## src/rtl/rtc_pkg.sv

```systemverilog
package rtc_pkg;
  localparam logic [7:0] A_SEC      = 8'h10;
  localparam logic [7:0] A_SEC_ALM  = 8'h11;
  localparam logic [7:0] A_MIN      = 8'h12;
  localparam logic [7:0] A_MIN_ALM  = 8'h13;
  localparam logic [7:0] A_HOUR     = 8'h14;
  localparam logic [7:0] A_HOUR_ALM = 8'h15;
  localparam logic [7:0] A_DOW      = 8'h16;
  localparam logic [7:0] A_DOM      = 8'h17;
  localparam logic [7:0] A_MON      = 8'h18;
  localparam logic [7:0] A_YEAR     = 8'h19;
  localparam logic [7:0] A_STAT     = 8'h1A;
  localparam logic [7:0] A_CTRL     = 8'h1B;
  localparam logic [7:0] A_FLAG     = 8'h1C;

  localparam int C_HOLD = 7;
  localparam int C_AIE  = 5;
  localparam int C_UIE  = 4;
  localparam int C_BIN  = 2;
  localparam int C_H24  = 1;
  localparam logic [7:0] CTRL_MASK  = 8'hB6;
  localparam logic [7:0] CTRL_RST   = 8'h02;
  localparam logic [6:0] STAT_FIXED = 7'h20;

  typedef struct packed {
    logic [5:0] sec;
    logic [5:0] min;
    logic [4:0] hour;
    logic [2:0] dow;
    logic [4:0] dom;
    logic [3:0] mon;
    logic [6:0] year;
  } cal_t;

  typedef struct packed {
    logic [5:0] sec;
    logic [5:0] min;
    logic [4:0] hour;
  } alm_t;

  function automatic logic [7:0] to_bcd(input logic [6:0] v);
    logic [6:0] t;
    logic [6:0] o;
    t = v / 7'd10;
    o = v - t * 7'd10;
    return {t[3:0], o[3:0]};
  endfunction

  function automatic logic [6:0] from_bcd(input logic [7:0] b);
    return {3'b000, b[7:4]} * 7'd10 + {3'b000, b[3:0]};
  endfunction

  function automatic logic [7:0] enc(input logic [6:0] v, input logic bin);
    return bin ? {1'b0, v} : to_bcd(v);
  endfunction

  function automatic logic [6:0] dec(input logic [7:0] b, input logic bin);
    return bin ? b[6:0] : from_bcd(b);
  endfunction

  function automatic logic [7:0] hour_rd(input logic [4:0] h, input logic bin, input logic h24);
    logic [4:0] hh;
    if (h24) return enc({2'b00, h}, bin);
    hh = (h >= 5'd12) ? h - 5'd12 : h;
    if (hh == 5'd0) hh = 5'd12;
    return enc({2'b00, hh}, bin) | ((h >= 5'd12) ? 8'h80 : 8'h00);
  endfunction

  function automatic logic [4:0] hour_wr(input logic [7:0] b, input logic bin, input logic h24);
    logic [6:0] v;
    if (h24) begin
      v = dec(b, bin);
    end else begin
      v = dec(b & 8'h7F, bin);
      if (v == 7'd12) v = 7'd0;
      if (b[7]) v = v + 7'd12;
    end
    return v[4:0];
  endfunction

  function automatic logic [4:0] days_in_month(input logic [3:0] mon, input logic [6:0] year);
    case (mon)
      4'd4, 4'd6, 4'd9, 4'd11: return 5'd30;
      4'd2:                    return (year[1:0] == 2'b00) ? 5'd29 : 5'd28;
      default:                 return 5'd31;
    endcase
  endfunction
endpackage

```

## src/rtl/rtc_update_seq.sv

```systemverilog
module rtc_update_seq #(
  parameter int LEAD = 4
) (
  input  logic clk_i,
  input  logic rst_ni,
  input  logic tick_i,
  input  logic hold_i,
  output logic uip_o,
  output logic upd_o
);
  localparam int CW = $clog2(LEAD + 1);

  logic [CW-1:0] cnt_q;
  logic          busy_q;

  assign uip_o = busy_q;
  assign upd_o = busy_q && (cnt_q == CW'(1)) && !hold_i;

  always_ff @(posedge clk_i or negedge rst_ni) begin
    if (!rst_ni) begin
      busy_q <= 1'b0;
      cnt_q  <= '0;
    end else if (hold_i) begin
      busy_q <= 1'b0;          // abort pending update
      cnt_q  <= '0;
    end else if (upd_o) begin
      busy_q <= 1'b0;
      cnt_q  <= '0;
    end else if (busy_q) begin
      cnt_q  <= cnt_q - CW'(1);
    end else if (tick_i) begin
      busy_q <= 1'b1;
      cnt_q  <= CW'(LEAD);
    end
  end

  assert_tick_opens_window_R2: assert property (@(posedge clk_i) disable iff (!rst_ni)
    (tick_i && !uip_o && !hold_i) |=> uip_o);
  assert_window_ends_on_update_R2: assert property (@(posedge clk_i) disable iff (!rst_ni)
    $fell(uip_o) |-> $past(upd_o || hold_i));
  assert_hold_clears_window_R1: assert property (@(posedge clk_i) disable iff (!rst_ni)
    hold_i |=> !uip_o);
endmodule

```

## src/rtl/rtc_time_regs.sv

```systemverilog
module rtc_time_regs
  import rtc_pkg::*;
(
  input  logic       clk_i,
  input  logic       rst_ni,
  input  logic       upd_i,
  input  logic       wr_i,
  input  logic [7:0] addr_i,
  input  logic [7:0] wdata_i,
  input  logic       bin_i,
  input  logic       h24_i,
  output cal_t       cal_o,
  output alm_t       alm_o,
  output logic       alarm_hit_o
);
  cal_t       cur_q, nxt;
  alm_t       alm_q;
  logic       day_carry;
  logic [4:0] dim;
  logic [6:0] wdec;
  logic [4:0] whour;

  assign dim   = days_in_month(cur_q.mon, cur_q.year);
  assign wdec  = dec(wdata_i, bin_i);
  assign whour = hour_wr(wdata_i, bin_i, h24_i);

  always_comb begin
    nxt       = cur_q;
    day_carry = 1'b0;
    if (cur_q.sec >= 6'd59) begin
      nxt.sec = 6'd0;
      if (cur_q.min >= 6'd59) begin
        nxt.min = 6'd0;
        if (cur_q.hour >= 5'd23) begin
          nxt.hour  = 5'd0;
          day_carry = 1'b1;
        end else nxt.hour = cur_q.hour + 5'd1;
      end else nxt.min = cur_q.min + 6'd1;
    end else nxt.sec = cur_q.sec + 6'd1;

    if (day_carry) begin
      nxt.dow = (cur_q.dow >= 3'd7) ? 3'd1 : cur_q.dow + 3'd1;
      if (cur_q.dom >= dim) begin
        nxt.dom = 5'd1;
        if (cur_q.mon >= 4'd12) begin
          nxt.mon  = 4'd1;
          nxt.year = (cur_q.year >= 7'd99) ? 7'd0 : cur_q.year + 7'd1;
        end else nxt.mon = cur_q.mon + 4'd1;
      end else nxt.dom = cur_q.dom + 5'd1;
    end
  end

  assign alarm_hit_o = upd_i && (nxt.sec == alm_q.sec) &&
                       (nxt.min == alm_q.min) && (nxt.hour == alm_q.hour);

  always_ff @(posedge clk_i or negedge rst_ni) begin
    if (!rst_ni) begin
      cur_q <= '{sec: 6'd0, min: 6'd0, hour: 5'd0, dow: 3'd1, dom: 5'd1, mon: 4'd1, year: 7'd0};
      alm_q <= '0;
    end else begin
      if (upd_i) cur_q <= nxt;
      if (wr_i) begin         // a write overrides the update for its own field
        case (addr_i)
          A_SEC:      cur_q.sec  <= wdec[5:0];
          A_MIN:      cur_q.min  <= wdec[5:0];
          A_HOUR:     cur_q.hour <= whour;
          A_DOW:      cur_q.dow  <= wdec[2:0];
          A_DOM:      cur_q.dom  <= wdec[4:0];
          A_MON:      cur_q.mon  <= wdec[3:0];
          A_YEAR:     cur_q.year <= wdec;
          A_SEC_ALM:  alm_q.sec  <= wdec[5:0];
          A_MIN_ALM:  alm_q.min  <= wdec[5:0];
          A_HOUR_ALM: alm_q.hour <= whour;
          default: ;
        endcase
      end
    end
  end

  assign cal_o = cur_q;
  assign alm_o = alm_q;

  assert_sec_step_R3: assert property (@(posedge clk_i) disable iff (!rst_ni)
    (upd_i && !wr_i) |=> (cur_q.sec == (($past(cur_q.sec) >= 6'd59) ? 6'd0 : $past(cur_q.sec) + 6'd1)));
  assert_dow_range_R4: assert property (@(posedge clk_i) disable iff (!rst_ni)
    (upd_i && day_carry && !wr_i) |=> (cur_q.dow >= 3'd1 && cur_q.dow <= 3'd7));
  assert_leap_feb_R5: assert property (@(posedge clk_i) disable iff (!rst_ni)
    (upd_i && day_carry && !wr_i && cur_q.mon == 4'd2 && cur_q.dom == 5'd28 && cur_q.year[1:0] == 2'b00)
    |=> (cur_q.dom == 5'd29 && cur_q.mon == 4'd2));
  assert_year_wrap_R6: assert property (@(posedge clk_i) disable iff (!rst_ni)
    (upd_i && !wr_i && day_carry && cur_q.mon == 4'd12 && cur_q.dom == 5'd31 && cur_q.year == 7'd99)
    |=> (cur_q.year == 7'd0 && cur_q.mon == 4'd1));
endmodule

```

## src/rtl/rtc_reg_file.sv

```systemverilog
module rtc_reg_file
  import rtc_pkg::*;
(
  input  logic       clk_i,
  input  logic       rst_ni,
  input  logic       wr_i,
  input  logic       rd_i,
  input  logic [7:0] addr_i,
  input  logic [7:0] wdata_i,
  input  cal_t       cal_i,
  input  alm_t       alm_i,
  input  logic       uip_i,
  input  logic       upd_i,
  input  logic       alarm_hit_i,
  output logic       hold_o,
  output logic       bin_o,
  output logic       h24_o,
  output logic [7:0] rdata_o,
  output logic       irq_o
);
  logic [7:0] ctrl_q;
  logic       uf_q, af_q, flag_rd;

  assign hold_o  = ctrl_q[C_HOLD];
  assign bin_o   = ctrl_q[C_BIN];
  assign h24_o   = ctrl_q[C_H24];
  assign flag_rd = rd_i && (addr_i == A_FLAG);
  assign irq_o   = (uf_q && ctrl_q[C_UIE]) || (af_q && ctrl_q[C_AIE]);

  always_ff @(posedge clk_i or negedge rst_ni) begin
    if (!rst_ni) begin
      ctrl_q <= CTRL_RST;
      uf_q   <= 1'b0;
      af_q   <= 1'b0;
    end else begin
      if (wr_i && addr_i == A_CTRL) ctrl_q <= wdata_i & CTRL_MASK;
      // set wins over a same-edge clear so no event is lost
      if (upd_i)            uf_q <= 1'b1;
      else if (flag_rd)     uf_q <= 1'b0;
      if (alarm_hit_i)      af_q <= 1'b1;
      else if (flag_rd)     af_q <= 1'b0;
    end
  end

  always_comb begin
    case (addr_i)
      A_SEC:      rdata_o = enc({1'b0, cal_i.sec}, bin_o);
      A_SEC_ALM:  rdata_o = enc({1'b0, alm_i.sec}, bin_o);
      A_MIN:      rdata_o = enc({1'b0, cal_i.min}, bin_o);
      A_MIN_ALM:  rdata_o = enc({1'b0, alm_i.min}, bin_o);
      A_HOUR:     rdata_o = hour_rd(cal_i.hour, bin_o, h24_o);
      A_HOUR_ALM: rdata_o = hour_rd(alm_i.hour, bin_o, h24_o);
      A_DOW:      rdata_o = enc({4'b0, cal_i.dow}, bin_o);
      A_DOM:      rdata_o = enc({2'b0, cal_i.dom}, bin_o);
      A_MON:      rdata_o = enc({3'b0, cal_i.mon}, bin_o);
      A_YEAR:     rdata_o = enc(cal_i.year, bin_o);
      A_STAT:     rdata_o = {uip_i, STAT_FIXED};
      A_CTRL:     rdata_o = ctrl_q;
      A_FLAG:     rdata_o = {irq_o, 1'b0, af_q, uf_q, 4'b0000};
      default:    rdata_o = 8'h00;
    endcase
  end

  assert_update_sets_flag_R11: assert property (@(posedge clk_i) disable iff (!rst_ni)
    upd_i |=> uf_q);
  assert_alarm_sets_flag_R12: assert property (@(posedge clk_i) disable iff (!rst_ni)
    alarm_hit_i |=> af_q);
  assert_flag_read_clears_R13: assert property (@(posedge clk_i) disable iff (!rst_ni)
    (flag_rd && !upd_i && !alarm_hit_i) |=> !irq_o);
endmodule

```

## src/rtl/rtc_calendar_core.sv

```systemverilog
module rtc_calendar_core
  import rtc_pkg::*;
#(
  parameter int UIP_LEAD = 4
) (
  input  logic       clk_i,
  input  logic       rst_ni,
  input  logic       tick_i,
  input  logic       wr_en_i,
  input  logic       rd_en_i,
  input  logic [7:0] addr_i,
  input  logic [7:0] wdata_i,
  output logic [7:0] rdata_o,
  output logic       irq_o
);
  cal_t cal;
  alm_t alm;
  logic hold, bin, h24, uip, upd, alarm_hit;

  rtc_update_seq #(.LEAD(UIP_LEAD)) u_seq (
    .clk_i(clk_i), .rst_ni(rst_ni), .tick_i(tick_i), .hold_i(hold),
    .uip_o(uip), .upd_o(upd)
  );

  rtc_time_regs u_time (
    .clk_i(clk_i), .rst_ni(rst_ni), .upd_i(upd), .wr_i(wr_en_i),
    .addr_i(addr_i), .wdata_i(wdata_i), .bin_i(bin), .h24_i(h24),
    .cal_o(cal), .alm_o(alm), .alarm_hit_o(alarm_hit)
  );

  rtc_reg_file u_regs (
    .clk_i(clk_i), .rst_ni(rst_ni), .wr_i(wr_en_i), .rd_i(rd_en_i),
    .addr_i(addr_i), .wdata_i(wdata_i), .cal_i(cal), .alm_i(alm),
    .uip_i(uip), .upd_i(upd), .alarm_hit_i(alarm_hit),
    .hold_o(hold), .bin_o(bin), .h24_o(h24), .rdata_o(rdata_o), .irq_o(irq_o)
  );

  assert_hold_freezes_counts_R1: assert property (@(posedge clk_i) disable iff (!rst_ni)
    (hold && !wr_en_i) |=> $stable(cal));
endmodule

```

## config.mk

```make
export PLATFORM = sky130hd
export DESIGN_NAME = rtc_calendar_core
export DESIGN_NICKNAME = d
export VERILOG_FILES = /design/src/rtl/rtc_pkg.sv /design/src/rtl/rtc_update_seq.sv /design/src/rtl/rtc_time_regs.sv /design/src/rtl/rtc_reg_file.sv /design/src/rtl/rtc_calendar_core.sv
export SDC_FILE = /design/constraint.sdc
export NUM_CORES = 1
export LEC_CHECK = 0
export BUFFER_PORTS_ARGS = -buffer_cell sky130_fd_sc_hd__buf_2
export CORE_UTILIZATION = 56
export CTS_CLUSTER_SIZE = 16
export DETAILED_ROUTE_END_ITERATION = 7
export HOLD_SLACK_MARGIN = 0.15
export PLACE_DENSITY = 0.83
export SLEW_MARGIN = 5
export SYNTH_ARGS = -nofsm -noshare
export SYNTH_HDL_FRONTEND = slang
export SYNTH_SLANG_ARGS = --single-unit
```

## constraint.sdc

```tcl
create_clock -name clk_i -period 5.65 [get_ports clk_i]
set_clock_uncertainty 0.2 [all_clocks]
set_input_delay 0.8475 -clock clk_i [delete_from_list [all_inputs] [get_ports clk_i]]
set_output_delay 0.8475 -clock clk_i [all_outputs]
set_load 0.05 [all_outputs]
```

# After elaboration in Yosys (flattened, before gate mapping)
# Cells that the tools add are included.
[classes]
add_sub_neg = 25
n_mul = 14
n_div = 12
order_cmp = 9
eq_ne = 23
mux = 73
n_bitwise = 2
n_reduce_logical = 21
[op_table]
columns = ["op", "count"]
rows = [
  ["$mux W8", 18],
  ["$eq A8 B5 Y1 const B", 13],
  ["$pmux W8 S13", 1],
  ["$mux W5", 17],
  ["$mul A7 B3 Y3 const B", 12],
  ["$mux W36", 2],
  ["$sub A4 B4 Y4", 11],
  ["$div A5 B4 Y7 const B", 5],
  ["$mux W7", 5],
  ["$div A6 B4 Y7 const B", 4],
  ["$mux W6", 4],
  ["$mux W11", 2],
  ["$mux W19", 1],
  ["$mux W3", 6],
  ["$or A8 B8 Y8", 2],
  ["$add A7 B4 Y7", 2],
  ["$mux W1", 14],
  ["$add A6 B1 Y6 const B", 2],
  ["$eq A6 B6 Y1", 2],
  ["$ge A6 B6 Y1 const B", 2],
  ["$add A5 B1 Y5 const B", 2],
  ["$ge A5 B4 Y1 const B", 2],
  ["$logic_not A5 Y1", 2],
  ["$pmux W5 S2", 1],
  ["other kinds (32)", 47],
]
[word_totals]
register_bits = 64
in_bits = 21
elab_cells = 194

# Longest topological paths before layout
[depth]
depth_word = 13
mapped_depth = 24

# Modules after synthesis
# Synthesis repeated with hierarchy kept, for this count alone.
[unflattened]
cells_unflattened = 1039
area_unflattened_um2 = 8160.3
[by_module_without_submodules]
columns = ["mod", "n_inst", "cells_each", "area_each_um2", "seq_area_each_um2"]
rows = [
  ["rtc_time_regs", 1, 482, 4073.9, 1330.0],
  ["rtc_reg_file", 1, 534, 3852.4, 176.4],
  ["rtc_update_seq", 1, 23, 234.0, 100.1],
]

# Worst setup path after synthesis
# Ideal clock, no wire load.
[synth_path]
kind = "register to output"
start = "register u_time.alm_q (netlist bit u_time.alm_o[3])"
end = "output port rdata_o[2]"
t_arrival_ns = 4.798
setup_slack_ns = -0.195
stages_incl_launch_ff = 23
path_cell_list = "dfrtp_1 -> buf_4 -> inv_2 -> ha_1 -> nor3_1 -> a311oi_1 -> a31oi_1 -> inv_1 -> ha_1 -> inv_1 -> ha_1 -> a31oi_1 -> ha_1 -> nand2b_4 -> a221o_1 -> a211oi_2 -> a21oi_1 -> ha_1 -> inv_1 -> fa_1 -> mux4_2 -> a22oi_1 -> o31ai_1"
[synth_between]
elab_chain_len = 13
word_cells_on_any_way = 19
cone_classes = "3 x add/sub; 2 x mul; 2 x div; 1 x order compare; 9 x mux; 1 x bitwise; 1 x reduce/logical"
[synth_lines]
columns = ["element", "line", "source"]
rows = [
  ["from (decl)", "rtc_time_regs.sv:17", "alm_t alm_q;"],
  ["$sub A5 B4 Y5 or $ge A5 B4 Y1 (tied branches)", "rtc_pkg.sv:64", "hh = (h >= 5'd12) ? h - 5'd12 : h;"],
  ["$mux W5", "rtc_pkg.sv:64", ""],
  ["$logic_not A5 Y1", "rtc_pkg.sv:65", "if (hh == 5'd0) hh = 5'd12;"],
  ["$mux W5", "rtc_pkg.sv:65", ""],
  ["$mux W5", "rtc_pkg.sv:64", ""],
  ["$mux W5", "rtc_reg_file.sv:46", "case (addr_i)"],
  ["$div A5 B4 Y7", "rtc_pkg.sv:44", "t = v / 7'd10;"],
  ["$mul A7 B3 Y3", "rtc_pkg.sv:45", "o = v - t * 7'd10;"],
  ["$sub A4 B4 Y4", "rtc_pkg.sv:45", ""],
  ["$mux W8", "rtc_pkg.sv:54", "return bin ? {1'b0, v} : to_bcd(v);"],
  ["$or A8 B8 Y8", "rtc_pkg.sv:66", "return enc({2'b00, hh}, bin) | ((h >= 5'd12) ? 8'h80 : 8'h00);"],
  ["$mux W8 (*)", "rtc_pkg.sv:64", ""],
  ["$pmux W8 S13 (*)", "rtc_reg_file.sv:46", ""],
  ["to (decl)", "rtc_calendar_core.sv:13", "output logic [7:0] rdata_o,"],
]
# Mark *: on every way between the ends. The rest lies on a longest branch, timed or not. The select of a mux whose other input is x is not followed.

# Worst setup path after layout
[layout_path]
start = "register u_time.alm_q (netlist bit u_time.alm_o[2])"
end = "output port rdata_o[2]"
# Same word-level chain as after synthesis.

==> impl_metrics.json <==
{
  "largest_net_degree_at_the_start_of_global_routing": 65,
  "io_pins": 30,
  "rsz0062_at_grt": "yes",
  "num_cts_buffers": 9,
  "r2r_cells": 11,
  "cp_data_required_time_ns": 4.60,
  "avgViaCountPerCell": 6.54,
  "timing.setup.tns_ns": 0,
  "slew_violations": 0,
  "synth.lib_cells_used.distinct": 84,
  "floorplan.die.width_um": 121,
  "worst_hold_slack_ns": 0.332,
  "drt_drc_violations_left": 0,
  "synthesis.nets": 1145,
  "synth-simple-area-share": 0.223,
  "numClockSinks": 64,
  "synth_edf_count": 0,
  "worstSetupEndpointType": "output port",
  "asyncSetResetFlopFracSynth": 1.00,
  "p_per_cell_area_nw_per_um2": 281,
  "post_synth_instance_area_um2": 7950,
  "setup-violations-final": 0,
  "worst_path_clk_slew_ns": 0.06,
  "areaGrowthSynthToFinish_pct": 10.6,
  "coreArea_um2": 13900,
  "synthXorXnorAreaFrac": 0.0418,
  "drt_wl_total_um": 23900,
  "buffers_added_on_ports": 29,
  "critPathLaunch": "u_time.alm_o[2]$_DFFE_PN0P_",
  "cts.path.max_buffers": 2,
  "pnr_total_power_uw": 2470,
  "initial_antenna_violation_count": 0,
  "htree_num_levels": 3,
  "grt_first_pass_wirelength_um": 38400,
  "route.vias.total": 8088,
  "worstHoldPathType": "flop to flop",
  "crit_end": "rdata_o[2]",
  "main_combinational_cell_family_by_area_after_synthesis": "compound AO/OA/AOI/OAI gates",
  "ir_worst_vdd_uv": 238,
  "detailedPlace.worstSlack_ns": 0.00909,
  "start_util": 0.573,
  "status": "completed",
  "final_critical_path_setup_slack_ns": 0.00421,
  "detail_route.first_pass.iterations": 6,
  "synth_top_flop_cell": "dfrtp_1",
  "synth-compound-area-share": 0.260,
  "hold_viol": 0,
  "fin_nets": 1156,
  "first_global_vias": 7258,
  "final_standard_cell_utilization_of_the_core": 0.634,
  "drtAntennaViolNets": 0,
  "cts_root_buffer": "clkbuf_16",
  "p_leak_uw": 0.00368,
  "cts_stage_hold_buffer_count": 0,
  "clk-insertion-delay-late_ns": 0.35,
  "worst-endpoint-arrival_ns": 4.60,
  "antenna_cells_inserted": 0,
  "synth-seq-area-share": 0.202,
  "transition_time_at_the_pin_with_the_least_slew_margin_ns": 1.03,
  "holdCritStartpoint": "u_regs.af_q$_DFFE_PN0P_",
  "timing_worst_setup_path_type": "flop to output port",
  "routability_congestion": 0.999,
  "synth.yosys.warnings": 0,
  "startpoint_of_the_most_critical_register_to_register_path": "u_regs.ctrl_q[2]$_DFFE_PN0P_",
  "dieArea_um2": 14700,
  "rrSetupSlack_ns": 1.80,
  "post_route_cells_drive_above_1_share": 0.146,
  "cts_tree": "built",
  "whs_path_depth": 2,
  "synthMuxAreaShare": 0.0617,
  "yosysTopAreaCell": "dfrtp_1",
  "ranking_of_synthesized_cells_by_area": "dfrtp_1, ha_1, o21ai_0",
  "detail_route.iter0.violations": 1109,
  "timing.slew.headroom": 0.314,
  "post_synth_inst_count": 1040,
  "grt_overflow": 0,
  "place_hpwl_um": 17100,
  "achievable-frequency_mhz": 177,
  "die-height_um": 121,
  "syn_avg_cell_area_um2": 7.65,
  "grt_usage": 0.336,
  "wl_per_cell_um": 19.4,
  "max-cap-violations": 0,
  "r2r-end": "u_time.cal_o[23]$_DFF_PN0_",
  "final_period_demand_of_the_worst_path_ns": 5.65,
  "n_fill_cell": 1170,
  "rows": 43,
  "netlist.area_leader.share": 0.189,
  "category_of_the_worst_setup_path_launch_point": "flop",
  "path_max_fanout": 14,
  "period_share": 0.999,
  "yosys.area_share.adder": 0.144,
  "synth_seq_cells": 64
}
## cells in the mapped netlist, drive strengths merged (7+ instances only)
library cell	instances
buf	28
a221oi	7
nor3	23
a22oi	13
o211ai	15
nor2	83
nor3b	10
fa	11
ha	73
nand4	12
xor2	7
and2	8
dfrtp	60
nand2b	25
o22ai	12
nand2	111
clkbuf	40
nand3	33
xnor2	31
and3	8
a21oi	69
a211oi	14
mux2i	22
a31oi	15
nor2b	20
o21ai	108
inv	64
nor4	7
mux2	14
a21o	7
## per-layer routing
layer	GRT usage	wire (um)	up-vias
met5	0	0	-
met4	0.153	1090	0
met3	0.0522	2170	73
met2	0.524	10800	475
met1	0.458	9880	3770
li1	-	-	3770
## worst max-delay path, stage by stage (launching register included)
cell and delay (ns):
dfrtp_1 0.40, buf_4 0.21, nor2b_2 0.19, a211oi_1 0.25
a21o_1 0.18, ha_2 0.19, inv_2 0.04, ha_4 0.15
a31oi_4 0.17, ha_4 0.16, nand2b_4 0.05, a221o_1 0.30
a211oi_2 0.23, a21oi_2 0.07, ha_2 0.19, inv_2 0.05
fa_1 0.40, mux4_2 0.49, a22oi_2 0.24, o31ai_4 0.10
buf_6 0.18
## where the power goes
part	switching (uW)	leakage, uW	internal (uW)
Combinational	722	0.00277	534
Sequential	166	0.000778	529
Clock	210	0.000128	309
Total	1100	0.00368	1370
## final cells by class
class / count / area (um2) / area share
clock inverters: 1 / 5.00 / 0.000569
repair buffers: 68 / 458 / 0.0521
inverters: 64 / 243 / 0.0276
well taps: 180 / 225 / 0.0256
flip-flops and latches: 64 / 1610 / 0.183
multi-input cells: 844 / 6000 / 0.682
clock buffers: 15 / 258 / 0.0293
## through the flow
stage                     std cells  instance area, um2
after floorplan                1040                7980
after global placement         1206                8240
after detailed placement       1206                8240
after CTS                      1230                8710
after global routing           1236                8790
final                          1236                8790
## how the worst min path moves through the flow
stage                                          to  slack [ns]
final                     u_regs.af_q$_DFFE_PN0P_        0.33
after global routing      u_regs.uf_q$_DFFE_PN0P_        0.33
after CTS                 u_regs.uf_q$_DFFE_PN0P_        0.33
after detailed placement  u_regs.uf_q$_DFFE_PN0P_        0.32
after global placement    u_regs.uf_q$_DFFE_PN0P_        0.30
after floorplan           u_regs.af_q$_DFFE_PN0P_        0.27
## sequential cells by signal, indices dropped and copies added, names as in the netlist
| register | count |
|---|---|
| u_regs.af_q | 1 |
| u_regs.ctrl_q | 5 |
| u_regs.uf_q | 1 |
| u_seq.cnt_q | 3 |
| u_seq.uip_o | 1 |
| u_time.alm_o | 17 |
| u_time.cal_o | 36 |
## cell families after synthesis
| family | Yosys count |
|---|---|
| compound gates | 321 |
| xor+xnor | 38 |
| fa+ha+maj | 85 |
| buf+inv | 132 |
| flops | 64 |
| mux | 41 |
| simple gates | 359 |
## timing repair
action                                  in CTS  in global routing
pin swaps                                   10                 12
buffers inserted                             8                  6
endpoints found under the setup margin       3                  3
resized for setup                           31                 11
hold endpoints to repair                     0                  0
## cell usage in the layout (no fill, tap or decap), drive strengths merged, types with 7 or more instances in the layout
| cell | n |
|---|---|
| nand2 | 111 |
| o21ai | 108 |
| nor2 | 83 |
| ha | 73 |
| a21oi | 69 |
| buf | 68 |
| inv | 64 |
| dfrtp | 60 |
| nand3 | 33 |
| xnor2 | 31 |
| nand2b | 25 |
| nor3 | 23 |
| mux2i | 22 |
| nor2b | 20 |
| o211ai | 15 |
| a31oi | 15 |
| clkbuf | 15 |
| mux2 | 14 |
| a211oi | 14 |
| a22oi | 13 |
| nand4 | 12 |
| o22ai | 12 |
| fa | 11 |
| nor3b | 10 |
| and3 | 8 |
| and2 | 8 |
| a21o | 7 |
| xor2 | 7 |
| nor4 | 7 |
| a221oi | 7 |
No activity file was read; power rests on OpenSTA's default activity.
